### config.mk
export PLATFORM = sky130hd
export DESIGN_NAME = adc_lane_deser
export DESIGN_NICKNAME = d
export VERILOG_FILES = /design/src/rtl/adc_deser_pkg.sv /design/src/rtl/sclk_divider.sv /design/src/rtl/lane_shifter.sv /design/src/rtl/adc_lane_deser.sv
export SDC_FILE = /design/constraint.sdc
export NUM_CORES = 1
export LEC_CHECK = 0
export ABC_CLOCK_PERIOD_IN_PS = 6970
export BUFFER_PORTS_ARGS = -buffer_cell sky130_fd_sc_hd__buf_2
export CELL_PAD_IN_SITES_DETAIL_PLACEMENT = 1
export CELL_PAD_IN_SITES_GLOBAL_PLACEMENT = 2
export CORE_UTILIZATION = 35
export CTS_CLUSTER_SIZE = 28
export DETAILED_ROUTE_END_ITERATION = 8
export GPL_TIMING_DRIVEN = 1
export PLACE_DENSITY = 0.89
export SLEW_MARGIN = 10
export SYNTH_ARGS = -nofsm -noshare
export SYNTH_HDL_FRONTEND = slang
export SYNTH_SLANG_ARGS = --single-unit
export TNS_END_PERCENT = 5
### constraint.sdc
create_clock -name clk -period 6.97 [get_ports clk]
set_input_delay 2.091 -clock clk [delete_from_list [all_inputs] [get_ports clk]]
set_output_delay 2.091 -clock clk [all_outputs]
set_load 0.03 [all_outputs]
### src/rtl/adc_deser_pkg.sv
package adc_deser_pkg;
  typedef enum logic [1:0] {
    CH_A0 = 2'd0,
    CH_A1 = 2'd1,
    CH_B0 = 2'd2,
    CH_B1 = 2'd3
  } chan_e;

  function automatic logic [1:0] lane_chan(input logic lane, input logic slot);
    return {lane, slot};
  endfunction
endpackage

### src/rtl/sclk_divider.sv
module sclk_divider #(
  parameter int DIV_W    = 8,
  parameter int MIN_HALF = 3
) (
  input  logic             clk,
  input  logic             rst,
  input  logic [DIV_W-1:0] half_cfg,
  output logic             sclk,
  output logic             fall_tick
);
  localparam logic [DIV_W-1:0] MIN_H = DIV_W'(MIN_HALF);

  logic [DIV_W-1:0] cnt_q;
  logic [DIV_W-1:0] eff_half;
  logic             sclk_q;
  logic             at_end;

  assign eff_half  = (half_cfg < MIN_H) ? MIN_H : half_cfg;
  assign at_end    = (cnt_q >= eff_half - 1'b1);
  assign fall_tick = at_end && sclk_q;
  assign sclk      = sclk_q;

  always_ff @(posedge clk) begin
    if (rst) begin
      cnt_q  <= '0;
      sclk_q <= 1'b0;
    end else if (at_end) begin
      cnt_q  <= '0;
      sclk_q <= ~sclk_q;
    end else begin
      cnt_q  <= cnt_q + 1'b1;
    end
  end

  // phase-length monitor for the rate check
  logic             sclk_prev;
  logic [DIV_W:0]   hold_q;
  always_ff @(posedge clk) begin
    if (rst) begin
      sclk_prev <= 1'b0;
      hold_q    <= '0;
    end else begin
      sclk_prev <= sclk_q;
      hold_q    <= (sclk_q != sclk_prev) ? (DIV_W+1)'(2) : hold_q + 1'b1;
    end
  end

  AST_SCLK_RATE: assert property (@(posedge clk) disable iff (rst)
    (sclk_q != sclk_prev) |-> (hold_q >= (DIV_W+1)'(MIN_HALF)));
endmodule

### src/rtl/lane_shifter.sv
module lane_shifter #(
  parameter int WORD_BITS = 22
) (
  input  logic                 clk,
  input  logic                 rst,
  input  logic                 clear,
  input  logic                 shift_en,
  input  logic                 sd,
  output logic [WORD_BITS-1:0] word
);
  logic [WORD_BITS-1:0] sr_q;

  always_ff @(posedge clk) begin
    if (rst || clear) begin
      sr_q <= '0;
    end else if (shift_en) begin
      sr_q <= {sr_q[WORD_BITS-2:0], sd};
    end
  end

  assign word = sr_q;

  AST_SHIFT_IN_LSB: assert property (@(posedge clk) disable iff (rst)
    (shift_en && !clear) |=> (word[0] == $past(sd)));
endmodule

### src/rtl/adc_lane_deser.sv
module adc_lane_deser #(
  parameter int SYS_CLK_HZ  = 100_000_000,
  parameter int SCLK_MAX_HZ = 20_000_000,
  parameter int DIV_W       = 8,
  parameter int WORD_BITS   = 22,
  parameter int OUT_W       = 24
) (
  input  logic             clk,
  input  logic             rst,
  input  logic             resync,
  input  logic             cfg_two_lane,
  input  logic [1:0]       cfg_nchan_m1,
  input  logic [DIV_W-1:0] cfg_half_div,
  output logic             sclk,
  output logic             cs_n,
  input  logic [1:0]       sdata,
  output logic             smp_valid,
  output logic [1:0]       smp_chan,
  output logic [OUT_W-1:0] smp_data
);
  import adc_deser_pkg::*;

  localparam int N_LANES  = 2;
  localparam int MIN_HALF = (SYS_CLK_HZ + 2*SCLK_MAX_HZ - 1) / (2*SCLK_MAX_HZ);
  localparam int BIT_W    = $clog2(WORD_BITS);
  localparam int EXT_W    = OUT_W - WORD_BITS;

  logic                 fall_tick;
  logic [WORD_BITS-1:0] lane_word [N_LANES];

  assign cs_n = 1'b0;

  sclk_divider #(.DIV_W(DIV_W), .MIN_HALF(MIN_HALF)) i_div (
    .clk       (clk),
    .rst       (rst),
    .half_cfg  (cfg_half_div),
    .sclk      (sclk),
    .fall_tick (fall_tick)
  );

  for (genvar g = 0; g < N_LANES; g++) begin : g_lane
    lane_shifter #(.WORD_BITS(WORD_BITS)) i_lane (
      .clk      (clk),
      .rst      (rst),
      .clear    (resync),
      .shift_en (fall_tick),
      .sd       (sdata[g]),
      .word     (lane_word[g])
    );
  end

  function automatic logic [OUT_W-1:0] sext(input logic [WORD_BITS-1:0] w);
    return {{EXT_W{w[WORD_BITS-1]}}, w};
  endfunction

  // framing: bit count and channel slot
  logic [BIT_W-1:0] bitcnt_q;
  logic [1:0]       slot_q;
  logic [1:0]       last_slot;
  logic             done_q;
  logic [1:0]       done_slot_q;

  assign last_slot = cfg_two_lane ? 2'd1 : cfg_nchan_m1;

  always_ff @(posedge clk) begin
    if (rst || resync) begin
      bitcnt_q    <= '0;
      slot_q      <= '0;
      done_q      <= 1'b0;
      done_slot_q <= '0;
    end else begin
      done_q <= 1'b0;
      if (fall_tick) begin
        if (bitcnt_q == BIT_W'(WORD_BITS-1)) begin
          bitcnt_q    <= '0;
          done_q      <= 1'b1;
          done_slot_q <= slot_q;
          slot_q      <= (slot_q >= last_slot) ? 2'd0 : slot_q + 2'd1;
        end else begin
          bitcnt_q <= bitcnt_q + 1'b1;
        end
      end
    end
  end

  // output stage: lane 0 word first, lane 1 word one cycle later
  logic       pend_q;
  logic [1:0] pend_chan_q;

  always_ff @(posedge clk) begin
    if (rst || resync) begin
      smp_valid   <= 1'b0;
      smp_chan    <= CH_A0;
      smp_data    <= '0;
      pend_q      <= 1'b0;
      pend_chan_q <= '0;
    end else begin
      smp_valid <= 1'b0;
      pend_q    <= 1'b0;
      if (done_q) begin
        smp_valid   <= 1'b1;
        smp_chan    <= cfg_two_lane ? lane_chan(1'b0, done_slot_q[0]) : done_slot_q;
        smp_data    <= sext(lane_word[0]);
        pend_q      <= cfg_two_lane;
        pend_chan_q <= lane_chan(1'b1, done_slot_q[0]);
      end else if (pend_q) begin
        smp_valid <= 1'b1;
        smp_chan  <= pend_chan_q;
        smp_data  <= sext(lane_word[1]);
      end
    end
  end

  AST_BIT_RANGE: assert property (@(posedge clk) disable iff (rst)
    bitcnt_q < BIT_W'(WORD_BITS));
  AST_CHAN_IN_RANGE: assert property (@(posedge clk) disable iff (rst)
    (smp_valid && !cfg_two_lane) |-> (smp_chan <= cfg_nchan_m1));
  AST_B_AFTER_A: assert property (@(posedge clk) disable iff (rst || resync)
    (smp_valid && cfg_two_lane && !smp_chan[1]) |=>
      (smp_valid && smp_chan == {1'b1, $past(smp_chan[0])}));
  AST_SIGN_EXT: assert property (@(posedge clk) disable iff (rst)
    smp_valid |-> ((&smp_data[OUT_W-1:WORD_BITS-1]) || !(|smp_data[OUT_W-1:WORD_BITS-1])));
  AST_ONE_LANE_PULSE: assert property (@(posedge clk) disable iff (rst || resync)
    (smp_valid && !cfg_two_lane) |=> !smp_valid);
  AST_RESYNC_QUIET: assert property (@(posedge clk) disable iff (rst)
    resync |=> !smp_valid);
endmodule

# Word-level counts from Yosys, hierarchy flattened
# Cells that the tools add are included.
# Widths: inputs -> output; s select.
# totals
regBits	93
latch_bits	0
ram_bits	0
romBits	0
input_bits	16
out_inout_bits	29
memories	0
# op_classes
addsub	4
n_mul	0
div	0
n_lt_le_gt_ge	3
eq_ne	1
shift	0
mux	12
bitwise	3
n_reduce_logical	7
# op_table
cell	count
$mux 24	2
$mux 2	5
$add 8x1->8 const B	1
$ge 8x8->1	1
$lt 8x2->1 const B	1
$mux 8	1
$sub 8x1->8 const B	1
$reduce_or 2->1	3
$add 5x1->5 const B	1
$eq 5x5->1 const B	1
$mux 5	1
$mux 1	3
$not 1->1	3
$add 2x1->2 const B	1
$ge 2x2->1	1
$reduce_and 2->1	1
$reduce_bool 2->1	1
$logic_and 1x1->1	1
$logic_or 1x1->1	1

# Longest topological paths before layout
# logic_depth
ltp_word	7
mapped_depth	15
ltp_nobuf	13

# Cells and area by module
# From an unflattened synthesis, not the netlist that was laid out.
# unflattened
cells_unflattened	410
hier_area_um2	4160.2
# modules_own_cells
module	instances	cells_per_inst	area_each_um2	seq_area_each_um2
adc_lane_deser	1	183	1831.8	760.7
lane_shifter	2	72	825.8	440.4
sclk_divider	1	83	676.9	180.2

# Worst setup path before layout
# Ideal clock, no wire load.
# synth_timing
path_kind	input -> register
from	input cfg_half_div[2]
to	register bitcnt_q[3]
arrival_time_ns	4.564
setup_slack_ns	2.335
path_stages	14
cell_sequence	nor2_1 nand2_1 nor3_1 nor2_1 ha_1 and3_1 xnor2_1 ha_1 and2_1 nand3_1 o31a_1 buf_6 or4_1 a21oi_1
# synth_via
elab_chain_len	5
# synth_rtl
element	line	text
start: declaration	adc_lane_deser.sv:13	input logic [DIV_W-1:0] cfg_half_div,
$lt 8x2->1	sclk_divider.sv:18	assign eff_half = (half_cfg < MIN_H) ? MIN_H : half_cfg;
$mux 8 *	sclk_divider.sv:18	
$sub 8x1->8 *	sclk_divider.sv:19	assign at_end = (cnt_q >= eff_half - 1'b1);
$ge 8x8->1 *	sclk_divider.sv:19	
$logic_and 1x1->1 *	sclk_divider.sv:20	assign fall_tick = at_end && sclk_q;
end signal: assignment	adc_lane_deser.sv:80	bitcnt_q <= bitcnt_q + 1'b1;
end: declaration	adc_lane_deser.sv:57	logic [BIT_W-1:0] bitcnt_q;
# Every way passes the cells marked *; elsewhere a longest branch is shown, timed or not.
# A chain may end at the register's enable or synchronous reset.

# Worst setup path after layout
# layout_timing
from	input cfg_half_div[2]
to	register g_lane[0].i_lane.sr_q[1]
# layout_via
elab_chain_len	5
# layout_rtl
element	line	text
$lt 8x2->1	sclk_divider.sv:18	
$mux 8 *	sclk_divider.sv:18	
$sub 8x1->8 *	sclk_divider.sv:19	
$ge 8x8->1 *	sclk_divider.sv:19	
$logic_and 1x1->1 *	sclk_divider.sv:20	
end signal: assignment	lane_shifter.sv:17	sr_q <= {sr_q[WORD_BITS-2:0], sd};
end: declaration	lane_shifter.sv:11	logic [WORD_BITS-1:0] sr_q;
# Marks and branches as above.

==> impl_metrics.tcl <==
set metrics [dict create \
    cp_data_arrival_time_ns 5.60 \
    dr.pass1.iters 4 \
    cp.required_ns 7.22 \
    worstSetupPathType "primary input to register" \
    io_pins 45 \
    antennaDiodeCount 0 \
    routedWlPerCell_um 14.35 \
    cts_tree "built" \
    io_buffers 43 \
    path_cells "buf_2 > nor2_1 > nand2_1 > nor3_1 > nor2_1 > ha_1 > and3_1 > xnor2_1 > ha_1 > and2_1 > a221oi_2 > o31a_1 > buf_4 > o21ai_0 > a21oi_1" \
    synth_top_cell_by_area "dfxtp_1" \
    dieHeight_um 108.7 \
    fin_nets 536 \
    power.density_nw_per_um2 230.7 \
    slew_violations 0 \
    cts_root_buffer "clkbuf_16" \
    synth_flop_cell "dfxtp_1" \
    fill_cells 1330 \
    ys_seq_elements 91 \
    synthTopCellsByCount "dfxtp_1, a21oi_1, nor2_1" \
    postCtsHoldBufs 0 \
    async_reset_ff_share_pct 0 \
    antenna_left 0 \
    synth_edf_count 0 \
    leakage_nw 1.657 \
    vias_per_cell 5.205 \
    grt_pass1_wl_um 15700 \
    synth.most_common_cell "dfxtp_1" \
    cp_max_fo 22 \
    grt_usage_pct 16.76 \
    setup-violations-final 0 \
    htree_levels 3 \
    rows 38 \
    ys_seq_area_share_pct 45.73 \
    place_congestion 0.7837 \
    pre_cts_ws_ns 1.308 \
    dpl.hpwl_um 6072 \
    hp-class "register to register" \
    crit_slowest_cell "o31a_1" \
    cts_buffers 9 \
    grt_pass1_vias 3350 \
    finalSetupTns_ns 0 \
    final_core_util_pct 41.54 \
    drc_errors 0 \
    worstSetupEndpointType "register" \
    syn_avg_cell_area_um2 8.248 \
    clock_latency_ns 0.33 \
    rsz0062_at_grt "no" \
    cp_num_buf_inv 2 \
    vias 3383 \
    finalClockSkew_ns 0.005305 \
    wl_um 9329 \
    seq_area_um2 1822 \
    synthCells 483 \
    period_share_pct 76.74 \
    cap_violations 0 \
    antenna_found_initial 0 \
    start_util_pct 36.27 \
    dr.first_iter.drc_count 151 \
    post_cts_buffers 0 \
    path_delay_family "compound AO/OA/AOI/OAI gates" \
    cts.clk_slew.worst_paths_ns 0.06 \
    final_hold_viol_count 0 \
    status "complete, no violations" \
    fin_crit_ns 5.349 \
    ys_top_cells_by_area "dfxtp_1, a21oi_1, nor2_1" \
    core_area_um2 10980 \
    yosysTopAreaCellShare_pct 45.73 \
    clock_path_buffers 2 \
    multiInputGateArea_um2 1983 \
    slew_headroom_pct 40.92 \
    yosys.cell_types.count 38 \
    fmax_ghz 0.1870 \
    worstMarginPinSlew_ns 0.8786 \
    dieArea_um2 11810 \
    overflow 0 \
    crit_path_start_kind "primary input" \
    yosysWarnings 0 \
    ctsResizeCount 0 \
    areaGrowthSynthToFinish_pct 14.51 \
    fin_ws_ns 1.621 \
    synth_area_um2 3984 \
    critPathMaxStageDelay_ns 0.71 \
    dieWidth_um 108.7 \
    drive_above_1_share_pct 13.53 \
    max-vdd-ir-drop_uv 139.2 \
    clkSinkCount 91 \
    synth_nets 513 \
    grt_max_degree 82 \
]
[power breakdown]
group	leakage [nW]	switching [mW]	internal (mW)	total, mW
registers	0.733	0.00266	0.522	0.525
clock network	0.146	0.188	0.295	0.483
logic	0.778	0.0289	0.0166	0.0455
total	1.66	0.219	0.833	1.05
[cell families after synthesis]
| kind of cell | after synthesis | synth area share [%] |
|---|---|---|
| AO/OA/AOI/OAI | 138 | 19.25 |
| XOR/XNOR | 10 | 2.198 |
| adder cells (fa/ha/maj) | 14 | 4.397 |
| buffers and inverters | 43 | 4.963 |
| flip-flops | 91 | 45.73 |
| multiplexers | 26 | 6.533 |
| other | 1 | 0.09413 |
| AND/OR/NAND/NOR | 160 | 16.83 |
[per-stage QoR]
step                power [mW]  cells  instance area [µm²]  hold slack [ns]
floorplan               0.5670    483                 3984           0.4401
global placement        0.5804    635                 4267           0.4508
detailed placement      0.5820    635                 4267           0.4581
CTS                      1.067    650                 4562           0.4662
global route             1.091    650                 4562           0.4903
finish                   1.053    650                 4562           0.4622
[worst reg2reg max path, delay by kind of cell, from the launching register on]
| family | cells | cell delay [ns] |
|---|---|---|
| AO/OA/AOI/OAI | 4 | 1.47 |
| adder cells (fa/ha/maj) | 1 | 0.28 |
| buffers and inverters | 2 | 0.43 |
| flip-flops | 1 | 0.41 |
| AND/OR/NAND/NOR | 1 | 0.17 |
[sequential cells by signal (all words and copies together), names as in the netlist]
register            count
smp_data               22
g_lane.i_lane.word     44
pend_chan_q             2
bitcnt_q                5
i_div.sclk              1
done_q                  1
slot_q                  2
i_div.cnt_q             8
done_slot_q             2
smp_chan                2
smp_valid               1
pend_q                  1
[cells in the final DEF, fill, tap and decap left out, types with 2 or more instances in the layout]
master	n
and2_1	2
nand2b_1	4
o31ai_1	2
clkbuf_1	2
nand2_1	52
clkbuf_8	2
dfxtp_1	91
inv_1	5
or3_1	2
nor2_1	73
xnor2_1	4
mux2i_1	26
clkbuf_16	9
nor3_1	5
o21ai_0	48
buf_4	7
nand4_1	4
a21oi_1	75
or2_2	2
xor2_1	6
buf_2	43
and3_1	5
nand3_1	10
ha_1	14
[metal layers]
| metal | GRT usage, % | share of wire (%) | routed length (µm) |
|---|---|---|---|
| met1 | 21.07 | 48 | 4449 |
| met4 | 6.178 | 1.6 | 152 |
| met3 | 3.646 | 3.0 | 279 |
| met5 | 0 | 0 | 0 |
| met2 | 28.07 | 48 | 4448 |
[layout make-up]
type                            count  share of cell area (%)
Multi-Input combinational cell    349                   43.47
Sequential cell                    91                   39.93
Timing Repair Buffer               50                   5.869
Clock buffer                       13                   5.705
Tap cell                          140                   3.840
Clock inverter                      2                  0.7680
Inverter                            5                  0.4114
[path summary, 6_finish.rpt]
| path | start | end | slack [ns] | cells after the start |
|---|---|---|---|---|
| worst min register to register | g_lane[1].i_lane.word[9] | g_lane[1].i_lane.word[10] | 0.46 | 2 |
| worst max-delay path | cfg_half_div[2] | g_lane[0].i_lane.word[1] | 1.62 | 15 |
| worst max register to register | i_div.cnt_q[0] | g_lane[0].i_lane.word[1] | 4.12 | 8 |
| worst min-delay path | g_lane[1].i_lane.word[9] | g_lane[1].i_lane.word[10] | 0.46 | 2 |
Note: power is estimated with default switching activity, not from simulation.
